--- src/rtl/sreq_pkg.sv ---
package sreq_pkg;

    localparam int ADDR_W = 12;
    localparam int GRP_W  = 4;
    localparam int LOW_W  = ADDR_W - GRP_W;

    typedef logic [ADDR_W-1:0] addr_t;

    typedef enum logic {
        MODE_INDIV = 1'b0,
        MODE_BCAST = 1'b1
    } mode_e;

    typedef struct packed {
        logic own;
        logic group;
        logic all_ones;
    } match_t;

    typedef struct packed {
        logic hit;
        logic master_ok;
        logic request;
    } verdict_t;

    function automatic logic is_group(addr_t sa, addr_t ua);
        return (sa[ADDR_W-1 -: GRP_W] == ua[ADDR_W-1 -: GRP_W]) && (&sa[LOW_W-1:0]);
    endfunction

    function automatic logic mode_hit(match_t m, mode_e md);
        if (md == MODE_BCAST)
            return m.all_ones | m.group;
        else
            return m.own | m.group;
    endfunction

endpackage

--- src/rtl/sreq_addr_match.sv ---
module sreq_addr_match
    import sreq_pkg::*;
(
    input  addr_t  slave_addr,
    input  addr_t  unit_addr,
    input  mode_e  mode,
    output match_t match,
    output logic   hit
);

    always_comb begin
        match.own      = (slave_addr == unit_addr);
        match.group    = is_group(slave_addr, unit_addr);
        match.all_ones = &slave_addr;
        hit            = mode_hit(match, mode);
    end

endmodule

--- src/rtl/sreq_lock_qual.sv ---
module sreq_lock_qual
    import sreq_pkg::*;
(
    input  logic     clk,
    input  logic     rst,
    input  logic     hit,
    input  logic     locked,
    input  addr_t    master_addr,
    input  addr_t    lock_master,
    output verdict_t verdict
);

    always_comb begin
        verdict.hit       = hit;
        verdict.master_ok = !locked || (master_addr == lock_master);
        verdict.request   = verdict.hit && verdict.master_ok;
    end


    locked_src_chk: assert property (@(posedge clk) disable iff (rst)
        (locked && (master_addr != lock_master)) |-> !verdict.request);


    unlocked_pass_chk: assert property (@(posedge clk) disable iff (rst)
        (!locked && hit) |-> verdict.request);

endmodule

--- src/rtl/sreq_flag_reg.sv ---
module sreq_flag_reg (
    input  logic clk,
    input  logic rst,
    input  logic strobe,
    input  logic request,
    input  logic parity_err,
    output logic flag
);

    always_ff @(posedge clk) begin
        if (rst)
            flag <= 1'b0;
        else if (strobe) begin
            if (request)
                flag <= 1'b1;
            else if (parity_err)
                flag <= flag;
            else
                flag <= 1'b0;
        end
    end


    flag_reset_chk: assert property (@(posedge clk) rst |=> !flag);


    flag_quiet_chk: assert property (@(posedge clk) disable iff (rst)
        !strobe |=> $stable(flag));


    flag_clear_chk: assert property (@(posedge clk) disable iff (rst)
        (strobe && !request && !parity_err) |=> !flag);


    flag_hold_chk: assert property (@(posedge clk) disable iff (rst)
        (strobe && !request && parity_err && flag) |=> flag);

endmodule

--- src/rtl/sreq_decoder.sv ---
module sreq_decoder
    import sreq_pkg::*;
(
    input  logic        clk,
    input  logic        rst,
    input  logic        ack_strobe,
    input  logic        bcast,
    input  logic [11:0] master_addr,
    input  logic [11:0] slave_addr,
    input  logic [11:0] unit_addr,
    input  logic        locked,
    input  logic [11:0] lock_master,
    input  logic        sa_parity_err,
    output logic        slave_req,
    output logic        ack_req
);

    match_t   match;
    logic     hit;
    verdict_t verdict;
    mode_e    mode;

    assign mode = mode_e'(bcast);

    sreq_addr_match u_match (
        .slave_addr (slave_addr),
        .unit_addr  (unit_addr),
        .mode       (mode),
        .match      (match),
        .hit        (hit)
    );

    sreq_lock_qual u_qual (
        .clk         (clk),
        .rst         (rst),
        .hit         (hit),
        .locked      (locked),
        .master_addr (master_addr),
        .lock_master (lock_master),
        .verdict     (verdict)
    );

    sreq_flag_reg u_flag (
        .clk        (clk),
        .rst        (rst),
        .strobe     (ack_strobe),
        .request    (verdict.request),
        .parity_err (sa_parity_err),
        .flag       (slave_req)
    );

    assign ack_req = ack_strobe && verdict.hit && !rst;


    ack_covers_req_chk: assert property (@(posedge clk) disable iff (rst)
        (ack_strobe && verdict.request) |-> ack_req);


    ack_needs_strobe_chk: assert property (@(posedge clk) disable iff (rst)
        ack_req |-> ack_strobe);


    bcast_own_only_chk: assert property (@(posedge clk) disable iff (rst)
        (bcast && !match.group && !match.all_ones) |-> !ack_req);


    foreign_ack_chk: assert property (@(posedge clk) disable iff (rst)
        (ack_strobe && verdict.hit && !verdict.master_ok) |-> ack_req);

endmodule

--- config.mk ---
export PLATFORM = sky130hd
export DESIGN_NAME = sreq_decoder
export DESIGN_NICKNAME = d
export VERILOG_FILES = /design/src/rtl/sreq_pkg.sv /design/src/rtl/sreq_addr_match.sv /design/src/rtl/sreq_lock_qual.sv /design/src/rtl/sreq_flag_reg.sv /design/src/rtl/sreq_decoder.sv
export SDC_FILE = /design/constraint.sdc
export NUM_CORES = 1
export LEC_CHECK = 0
export ABC_CLOCK_PERIOD_IN_PS = 1400
export BUFFER_PORTS_ARGS = -buffer_cell sky130_fd_sc_hd__buf_2
export CORE_MARGIN = 3
export CORE_UTILIZATION = 27
export DETAILED_ROUTE_END_ITERATION = 8
export GPL_TIMING_DRIVEN = 1
export PLACE_DENSITY_LB_ADDON = 0.08
export SLEW_MARGIN = 20
export SYNTH_ARGS = -nofsm -noshare
export SYNTH_HDL_FRONTEND = slang
export SYNTH_HIERARCHICAL = 1
export SYNTH_SLANG_ARGS = --single-unit
--- constraint.sdc ---
create_clock -name clk -period 1.4 [get_ports clk]
set_clock_uncertainty 0.2 [all_clocks]
set_input_delay 0 -clock clk [delete_from_list [all_inputs] [get_ports clk]]
set_output_delay 0 -clock clk [all_outputs]
set_load 0.05 [all_outputs]
# After elaboration in Yosys (flattened, before gate mapping)
# Cells that the tools add are included.
classes:
  n_eq_ne: 4
  n_mux: 3
  n_bitwise: 2
  reduce_logical: 10
ops:
  columns: ["op", "count"]
  rows:
  - ["$eq A12 B12 Y1", 2]
  - ["$reduce_and A12 Y1", 1]
  - ["$reduce_and A8 Y1", 1]
  - ["$eq A4 B4 Y1", 1]
  - ["$logic_and A1 B1 Y1", 4]
  - ["$mux W1", 3]
  - ["$logic_not A1 Y1", 2]
  - ["$ne A2 B1 Y1 const B", 1]
  - ["$or A1 B1 Y1", 2]
  - ["$reduce_and A2 Y1", 1]
  - ["$logic_or A1 B1 Y1", 1]
word_totals:
  reg_bits: 1
  elab_cells: 20

# Logic depth before layout (Yosys ltp)
# Gate-level depths: netlist (run 1).
depth:
  depth_word: 7
  ltp_mapped: 8
  mapped_depth_nobuf: 8

# By module
# Netlist (run 1), hierarchy kept.
modules_own_cells:
  columns: ["mod", "instances", "cells_per_inst", "area_per_inst_um2"]
  rows:
  - ["sreq_addr_match", 1, 26, 197.7]
  - ["sreq_lock_qual", 1, 20, 165.2]
  - ["sreq_flag_reg", 1, 5, 56.3]
  - ["sreq_decoder", 1, 1, 8.8]

# Worst setup path after synthesis (run 1)
# OpenSTA, ideal clock, no wires.
synth_path:
  path_kind: "input to register"
  start: "input port unit_addr[11]"
  end: "register u_flag.flag"
  arrival_ns: 1.301
  setup_slack_ns: -0.168
  path_stages: 8
  n_path_buf: 0
  path_cell_list: "xor2_1 > nor4_2 > and3_1 > o2bb2ai_2 > inv_1 > o41ai_2 > nand3b_1 > o21ai_2"
synth_rtl:
  columns: ["element", "line", "rtl"]
  rows:
  - ["start: declaration", "sreq_decoder.sv:10", "input logic [11:0] unit_addr,"]
  - ["end signal: assignment", "sreq_flag_reg.sv:17", "flag <= flag;"]
  - ["end: declaration", "sreq_flag_reg.sv:7", "output logic flag"]

==> summary.md, run 1 <==
| Metric | Value |
|---|---|
| Status | `finished, violations left` |
| Failing checks | `setup timing` |
| Syn_area_per_cell | `8.375 sq um` |
| Leak | `between 0.0003 and 0.0004 uW` |
| Core ar. | `1366 sq um` |
| Achievable Freq | `between 0.6 and 0.7 GHz` |
| Number of global-route vias before repair | `559` |
| Met1 WL | `415 um` |
| Area Overhead vs Synth | `79.27%` |
| # rows | `13` |
| Antenna violations before repair | `0` |
| Critical path arrival | `1300 ps` |
| Fin. max-slew vios | `0` |
| Worst Path Required | `1130 ps` |
| Startpoint type of the worst setup path | `input pin` |
| Clock insertion delay at the later pin of the skew report | `0 ps` |
| Iter 0 DRT Violations | `1` |
| Hold Buf Count CTS | `0` |
| Via count | `531` |
| Diodes inserted | `0` |
| Worst setup EP type | `flip-flop` |
| Post-Route WL | `1198 um` |
| Gate Count Post-Synth | `between 40 and 50` |
| Largest register FFs | `1` |
| Max-slew headroom | `0.8445` |
| DR WL/cell | `approximately 10 um` |
| Share of layout cells above drive strength 1 | `0.6000` |
| GRT Util Overall | `0.1195` |
| Die W | `44.99 um` |
| # IOs | `56` |
| Largest net degree at the start of global routing | `4` |
| PnR worst setup slack | `-167.6 ps` |
| Regs by FF count | `u_flag/flag x1` |
| Aggregate global routing overflow | `0` |
| Fin util | `0.5385` |
| Pre-CTS setup slack | `-225.0 ps` |
| Count of final setup violators | `2` |
| Final ANT Viol Nets | `0` |
| Synth Warn # | `6` |
| Final Cycle Share | `1.120` |
| Met2 wire len | `approximately 590 um` |
| Cell Pwr Density | `268.1 nW/um^2` |
| DRC errors left | `0` |
| Largest Register | `u_flag/flag` |
| TNS Setup | `-279.4 ps` |
| Worst slew pin tran | `between 200 and 250 ps` |
| IO buf count | `55` |
| Crit Path Category | `input pin to flip-flop` |
| Syn_nets | `roughly 100` |
| Fill count | `between 100 and 150` |
| Period minus WS final | `1568 ps` |
| Max cap viols | `0` |
| Die boundary height | `44.99 um` |
| Final nets | `161` |
| WL met3 | `191 um` |
| Area of the die | `approximately 2000 sq um` |
| IR drop worst, VDD | `0.1163 mV` |
| Final Hold Vio Count | `0` |
| Vias/cell | `around 4.4` |
| Mapped Area | `410.4 sq um` |
| Detailed Routing Iterations Pass 1 | `2` |
| First-pass GRT wire length | `1959 um` |
| Unrepaired setup endpoints after global routing | `true` |
| Worst-path fanout max | `2` |
| Initial core utilization | `0.3004` |
| Hold Crit Class | `input pin to flip-flop` |
| Clock transition at path regs | `0 ps` |
| Top layer in use | `met3` |
| Gpl congestion | `0.6143` |
metrics by stage:
stage	std cells	cell area (sq um)	total power, uW	hold WS (ps)
after detailed placement	119	705.7	195.9	79.92
after CTS	120	735.7	199.8	80.38
final	120	735.7	197.2	76.30
after floorplan	49	411.6	98.00	-48.68
after global placement	119	705.7	194.0	75.71
after global routing	120	735.7	215.3	110.2
final timing paths:
path                  from     endpoint  cells past startpoint  slack [ps]
max          unit_addr[11]  u_flag/flag                      9        -170
min          sa_parity_err  u_flag/flag                      3          80
max reg2reg    u_flag/flag  u_flag/flag                      2         650
min reg2reg    u_flag/flag  u_flag/flag                      2         280
metal layers:
layer	up-vias	track usage
met1	209	0.1432
li1	283	-
met2	39	0.2401
met4	0	0
met3	0	0.007968
met5	-	0
power breakdown:
| part | total [uW] | switching (uW) | internal [uW] |
|---|---|---|---|
| Clock | 0 | 0 | 0 |
| Combinational | 168 | 64.8 | 103 |
| Sequential | 29.1 | 0.00264 | 29.1 |
layout make-up:
type                            count  area [sq um]  share of cell area
Inverter                            2         7.507             0.01020
Multi-Input combinational cell     45         376.6              0.5119
Sequential cell                     1         20.02             0.02721
Tap cell                           15         18.77             0.02551
Timing Repair Buffer               57         312.8              0.4252
cell usage in the layout, fill, tap and decap left out, types with 2 or more instances in the layout:
master,instances
buf_4,2
nand4_1,6
nand2b_1,2
xor2_1,12
buf_6,2
xnor2_1,12
nor4_1,2
nor2_1,2
inv_1,2
buf_2,52
critical path: stages:
cell,delay (ps)
buf_6,90
xor2_1,160
nor4_2,290
and3_1,210
o2bb2ai_2,110
inv_1,70
o41ai_2,190
nand3b_1,120
o21ai_2,60
what timing repair did:
item                                    4_1_cts  5_1_grt
pin swaps                                     5        0
gates resized for setup                       5        0
setup buffers                                 1        0
endpoints found under the setup margin        2        2
Note: power is estimated with default switching activity, not from simulation.
==> run 2: changes to the inputs <==
- ABC_AREA: unset -> 1
- CORE_UTILIZATION: 27 -> 33
==> summary.md, run 2 <==
| Metric | Value |
|---|---|
| Achievable Freq | `about 0.80 GHz` |
| Iter 0 DRT Violations | `9` |
| Clock transition at path regs | `0 ps` |
| Die W | `47.81 um` |
| Largest register FFs | `1` |
| DRC errors left | `0` |
| Period minus WS final | `roughly 1200 ps` |
| Die boundary height | `around 48 um` |
| Non-Filler Instances | `196` |
| Regs by FF count | `u_flag/flag x1` |
| Number of global-route vias before repair | `572` |
| Final ANT Viol Nets | `0` |
| Final nets | `236` |
| GRT Util Overall | `0.09970` |
| # IOs | `56` |
| First-pass GRT wire length | `roughly 1800 um` |
| Count of final setup violators | `0` |
| Final Cycle Share | `0.8920` |
| Hold Crit Class | `input pin to flip-flop` |
| Core ar. | `1577 sq um` |
| Unrepaired setup endpoints after global routing | `false` |
| Post-Route WL | `about 1400 um` |
| Largest Register | `u_flag/flag` |
| Final Hold Vio Count | `0` |
| Status | `finished clean` |
| Cts repair resizes | `0` |
| Diodes inserted | `0` |
| Commonest non-fill, non-tap cells in the layout | `nand2_1, buf_2, inv_1` |
| Area of the die | `approximately 2300 sq um` |
| DP HPWL | `1269 um` |
| IO buf count | `55` |
| Total power | `223.7 uW` |
| Startpoint type of the worst setup path | `input pin` |
| Aggregate global routing overflow | `0` |
| Mapped Area | `between 500 and 600 sq um` |
| Clk pwr share | `0` |
| Multi-input combinational cell area | `approximately 430 sq um` |
| FF-to-FF Start | `u_flag/flag` |
| Vias/cell | `4.061` |
| Cell Pwr Density | `approximately 260 nW/um^2` |
| Seq pwr share | `0.130` |
| Worst setup EP type | `output pin` |
| Switch share | `0.4023` |
| Worst slew pin tran | `249.2 ps` |
| Share of layout cells above drive strength 1 | `0.3556` |
| Gate power share | `0.870` |
| Critical path arrival | `1050 ps` |
| Detailed Routing Iterations Pass 1 | `4` |
| TNS Setup | `0 ps` |
| Syn_nets | `179` |
| # rows | `14` |
| Gate Count Post-Synth | `125` |
| Max cap viols | `0` |
| Antenna violations before repair | `0` |
| Cell total after placement | `195` |
| Commonest non-fill, non-tap cell in the layout | `nand2_1` |
| Fin. max-slew vios | `0` |
| Critical path origin | `unit_addr[4]` |
| Max-slew headroom | `0.8350` |
| DR WL/cell | `between 6 and 7 um` |
| Area Overhead vs Synth | `51.63%` |
| Largest net degree at the start of global routing | `4` |
| Leak | `0.0006004 uW` |
| IR drop worst, VDD | `0.1437 mV` |
| Via count | `796` |
| Crit Path Category | `input pin to output pin` |
| Synth Warn # | `6` |
| Sw Pwr | `~90 uW` |
| Register Area | `20.02 sq um` |
| Worst Path Required | `1200 ps` |
| Syn_area_per_cell | `4.614 sq um` |
| Hold Crit Start | `ack_strobe` |
| Int Pwr | `~130 uW` |
| Clock insertion delay at the later pin of the skew report | `0 ps` |
| Initial core utilization | `0.3659` |
| Fill count | `178` |
| Worst-path fanout max | `2` |
| Gpl congestion | `~0.71` |
[run 2: power by group through the flow]
stage / combinational, uW / sequential (uW) / clock, uW
global route: 222 / 29.1 / 0
global placement: 188 / 29.1 / 0
CTS: 197 / 29.1 / 0
finish: 195 / 29.1 / 0
floorplan: 94.6 / 29.1 / 0
detailed placement: 194 / 29.1 / 0
[run 2: layer usage]
| metal | part of all wire | vias up | track usage |
|---|---|---|---|
| li1 | - | 462 | - |
| met1 | 0.39 | 303 | 0.09934 |
| met2 | 0.51 | 31 | 0.2296 |
| met3 | 0.096 | 0 | 0 |
| met4 | 0 | 0 | 0 |
| met5 | 0 | - | 0 |
[run 2: cell type report]
class / instances / share of cell area
Multi-Input combinational cell: 91 / 0.4907
Inverter: 32 / 0.1373
Tap cell: 16 / 0.02289
Timing Repair Buffer: 56 / 0.3262
Sequential cell: 1 / 0.02289
[run 2: repair_timing]
action	in CTS	in global routing
endpoints found under the setup margin	0	1
hold endpoints to repair	1	0
buffers inserted	0	0
hold buffers	1	0
[run 2: worst paths after layout]
check                endpoint  slack, ps  cells after the start
setup / recovery      ack_req        150                     11
hold / removal    u_flag/flag         80                      3
setup reg to reg  u_flag/flag        630                      2
hold reg to reg   u_flag/flag        280                      2
[run 2: worst max-delay path, stage by stage]
cell     delay, ps
buf_2          100
nor2_1          90
nor2_1          50
nor2_1         110
nand2_1         70
nor2_2         100
nand3_1         60
nand2_1         80
nand2_1         60
nor2_2          60
buf_2          260
[run 2: metrics by stage]
| step | utilization | worst slack, ps | hold WS, ps | cell area (sq um) |
|---|---|---|---|---|
| CTS | 0.5548 | 134.5 | 98.58 | 874.6 |
| finish | 0.5548 | 151.2 | 81.05 | 874.6 |
| floorplan | - | 149.9 | -137.6 | 576.8 |
| global placement | 0.5484 | 157.8 | -14.11 | 864.6 |
| global route | 0.5548 | 1.887 | 106.9 | 874.6 |
| detailed placement | 0.5484 | 132.2 | -7.740 | 864.6 |
==> run 3: changes to the inputs <==
- CORE_UTILIZATION: 33 -> 29
- SYNTH_HIERARCHICAL: 1 -> unset
==> summary.md, run 3 <==
| Metric | Value |
|---|---|
| Largest net degree at the start of global routing | `4` |
| Max-slew headroom | `0.8315` |
| Commonest non-fill, non-tap cells in the layout | `buf_2, nand2_1, inv_1` |
| FF-to-FF Start | `u_flag.flag` |
| Clock insertion delay at the later pin of the skew report | `0 ps` |
| DR WL/cell | `approximately 7.8 um` |
| Gpl congestion | `0.6782` |
| GRT Util Overall | `0.1062` |
| Hold Crit Class | `input pin to flip-flop` |
| Critical path origin | `rst` |
| Worst-path fanout max | `2` |
| Crit-path leading delay family | `buffers and inverters` |
| Slowest cell delay on critical path | `540 ps` |
| Seq pwr share | `0.137` |
| Largest area contributor in the netlist | `xnor2_1` |
| Antenna violations before repair | `0` |
| Non-Filler Instances | `160` |
| IO buf count | `55` |
| Leak | `0.0004765 uW` |
| Gate Count Post-Synth | `89` |
| Cell total after placement | `159` |
| Ys flop type | `dfxtp_1` |
| Gate power share | `0.863` |
| Detailed Routing Iterations Pass 1 | `4` |
| Startpoint type of the worst setup path | `input pin` |
| Cell Pwr Density | `~280 nW/um^2` |
| Number of global-route vias before repair | `535` |
| Max cap viols | `0` |
| Vias/cell | `4.131` |
| Die W | `46.01 um` |
| Via count | `661` |
| Critical path arrival | `1100 ps` |
| Count of final setup violators | `0` |
| Crit Path Category | `input pin to output pin` |
| IR drop worst, VDD | `0.1219 mV` |
| Worst Path Required | `1200 ps` |
| Total number of cells along the worst setup path | `4` |
| Final nets | `approximately 200` |
| Unrepaired setup endpoints after global routing | `false` |
| Clock transition at path regs | `0 ps` |
| Distinct cells, synth | `12` |
| Cts repair resizes | `0` |
| Fin util | `0.5528` |
| Fin. max-slew vios | `0` |
| CP max stage cell | `dlygate4sd3_1` |
| RR Endpoint | `u_flag.flag` |
| Sequential cell area fraction in the yosys report | `0.04313` |
| Share of layout cells above drive strength 1 | `0.4000` |
| Commonest non-fill, non-tap cell in the layout | `buf_2` |
| Placed Area | `763.2 sq um` |
| TNS Setup | `0 ps` |
| Post-Route WL | `between 1000 and 1500 um` |
| CP Capture Point | `ack_req` |
| Aggregate global routing overflow | `0` |
| Dominant cells by area after synthesis | `xnor2_1, nand2_1, inv_1` |
| Status | `finished clean` |
| Clk pwr share | `0` |
| Synth Warn # | `0` |
| Area Overhead vs Synth | `66.58%` |
| Largest Register | `u_flag.flag` |
| Final Hold Vio Count | `0` |
| Most numerous cell on the critical path | `buf_2` |
| Die boundary height | `between 40 and 50 um` |
| Core ar. | `approximately 1400 sq um` |
| Worst-case reg-to-reg path depth | `3` |
| # rows | `13` |
| Achievable Freq | `0.7671 GHz` |
| Seq cells post-synth | `1` |
| Fin Hold WS | `157.3 ps` |
| Diodes inserted | `0` |
| Synth top area share | `0.3019` |
| Worst setup EP type | `output pin` |
| Regs by FF count | `u_flag.flag x1` |
| Worst slew pin tran | `254.4 ps` |
| CP bufs+invs | `3` |
| Syn_area_per_cell | `about 5.2 sq um` |
| Final ANT Viol Nets | `0` |
| Total setup buffers inserted after CTS | `0` |
| Count of flip-flops with a built-in enable after synthesis | `0` |
| DP HPWL | `1167 um` |
| Syn_nets | `143` |
| Hold Buf Count CTS | `1` |
| Most common cell in the netlist | `nand2_1` |
| Final Instance Area | `slightly below 800 sq um` |
| Mapped Area | `around 460 sq um` |
| Initial core utilization | `0.3318` |
| R2R setup slack | `around 520 ps` |
| Largest register FFs | `1` |
| DRC errors left | `0` |
| Iter 0 DRT Violations | `5` |
| Final Cycle Share | `0.9311` |
| Switch share | `0.3640` |
| Int Pwr | `135.4 uW` |
| Sw Pwr | `77.50 uW` |
| Period minus WS final | `1304 ps` |
| First-pass GRT wire length | `1814 um` |
| # IOs | `56` |
| Area of the die | `2117 sq um` |
| CP Cell Sequence | `dlygate4sd3_1, buf_2, nor3b_2, buf_2` |
| Post-synth top cells | `nand2_1, inv_1, xnor2_1` |
| FFs w/ async S/R, synth | `0` |
==> run 3: area by class of cell <==
type | instances | area (sq um)
fill | 149 | 625.6
multi-input combinational | 71 | 385.4
timing repair buffer | 56 | 285.3
inverter | 17 | 63.81
sequential | 1 | 20.02
tap | 15 | 18.77
==> run 3: cell families after synthesis <==
family / synth area share
AO/OA/AOI/OAI: 0.05121
XOR/XNOR: 0.3019
buffers and inverters: 0.1375
flip-flops: 0.04313
AND/OR/NAND/NOR: 0.4663
==> run 3: per-stage QoR <==
stage          setup slack [ps]  total power [uW]
2_1_floorplan             83.75             115.3
3_3_place_gp              146.7             209.3
3_5_place_dp              119.9             212.4
4_1_cts                   94.88             215.4
5_1_grt                   33.89             238.9
6_report                  96.40             212.9
==> run 3: routing by layer <==
metal,part of all wire,vias up,GRT usage
met3,0.11,0,0
met5,0,-,0
met1,0.37,254,0.1267
met4,0,0,0
li1,-,379,-
met2,0.52,28,0.2170
==> run 3: how the worst min path moves through the flow <==
| stage | from | end | cells after the start |
|---|---|---|---|
| 2_1_floorplan | rst | u_flag.flag | 1 |
| 3_5_place_dp | rst | u_flag.flag | 2 |
| 5_1_grt | ack_strobe | u_flag.flag | 4 |
| 4_1_cts | ack_strobe | u_flag.flag | 4 |
| 6_report | ack_strobe | u_flag.flag | 4 |
| 3_3_place_gp | rst | u_flag.flag | 2 |
==> run 3: worst register-to-register path, cell delays in order, from the launching register on <==
cell and delay (ps):
dfxtp_1 300, a21boi_0 170, nor2_1 60, nor2_1 80
==> run 3: power groups by stage <==
stage	registers, uW	clock network (uW)	logic [uW]
floorplan	29.1	0	86.2
global placement	29.1	0	180
detailed placement	29.1	0	183
CTS	29.1	0	186
global route	29.1	0	210
finish	29.1	0	184
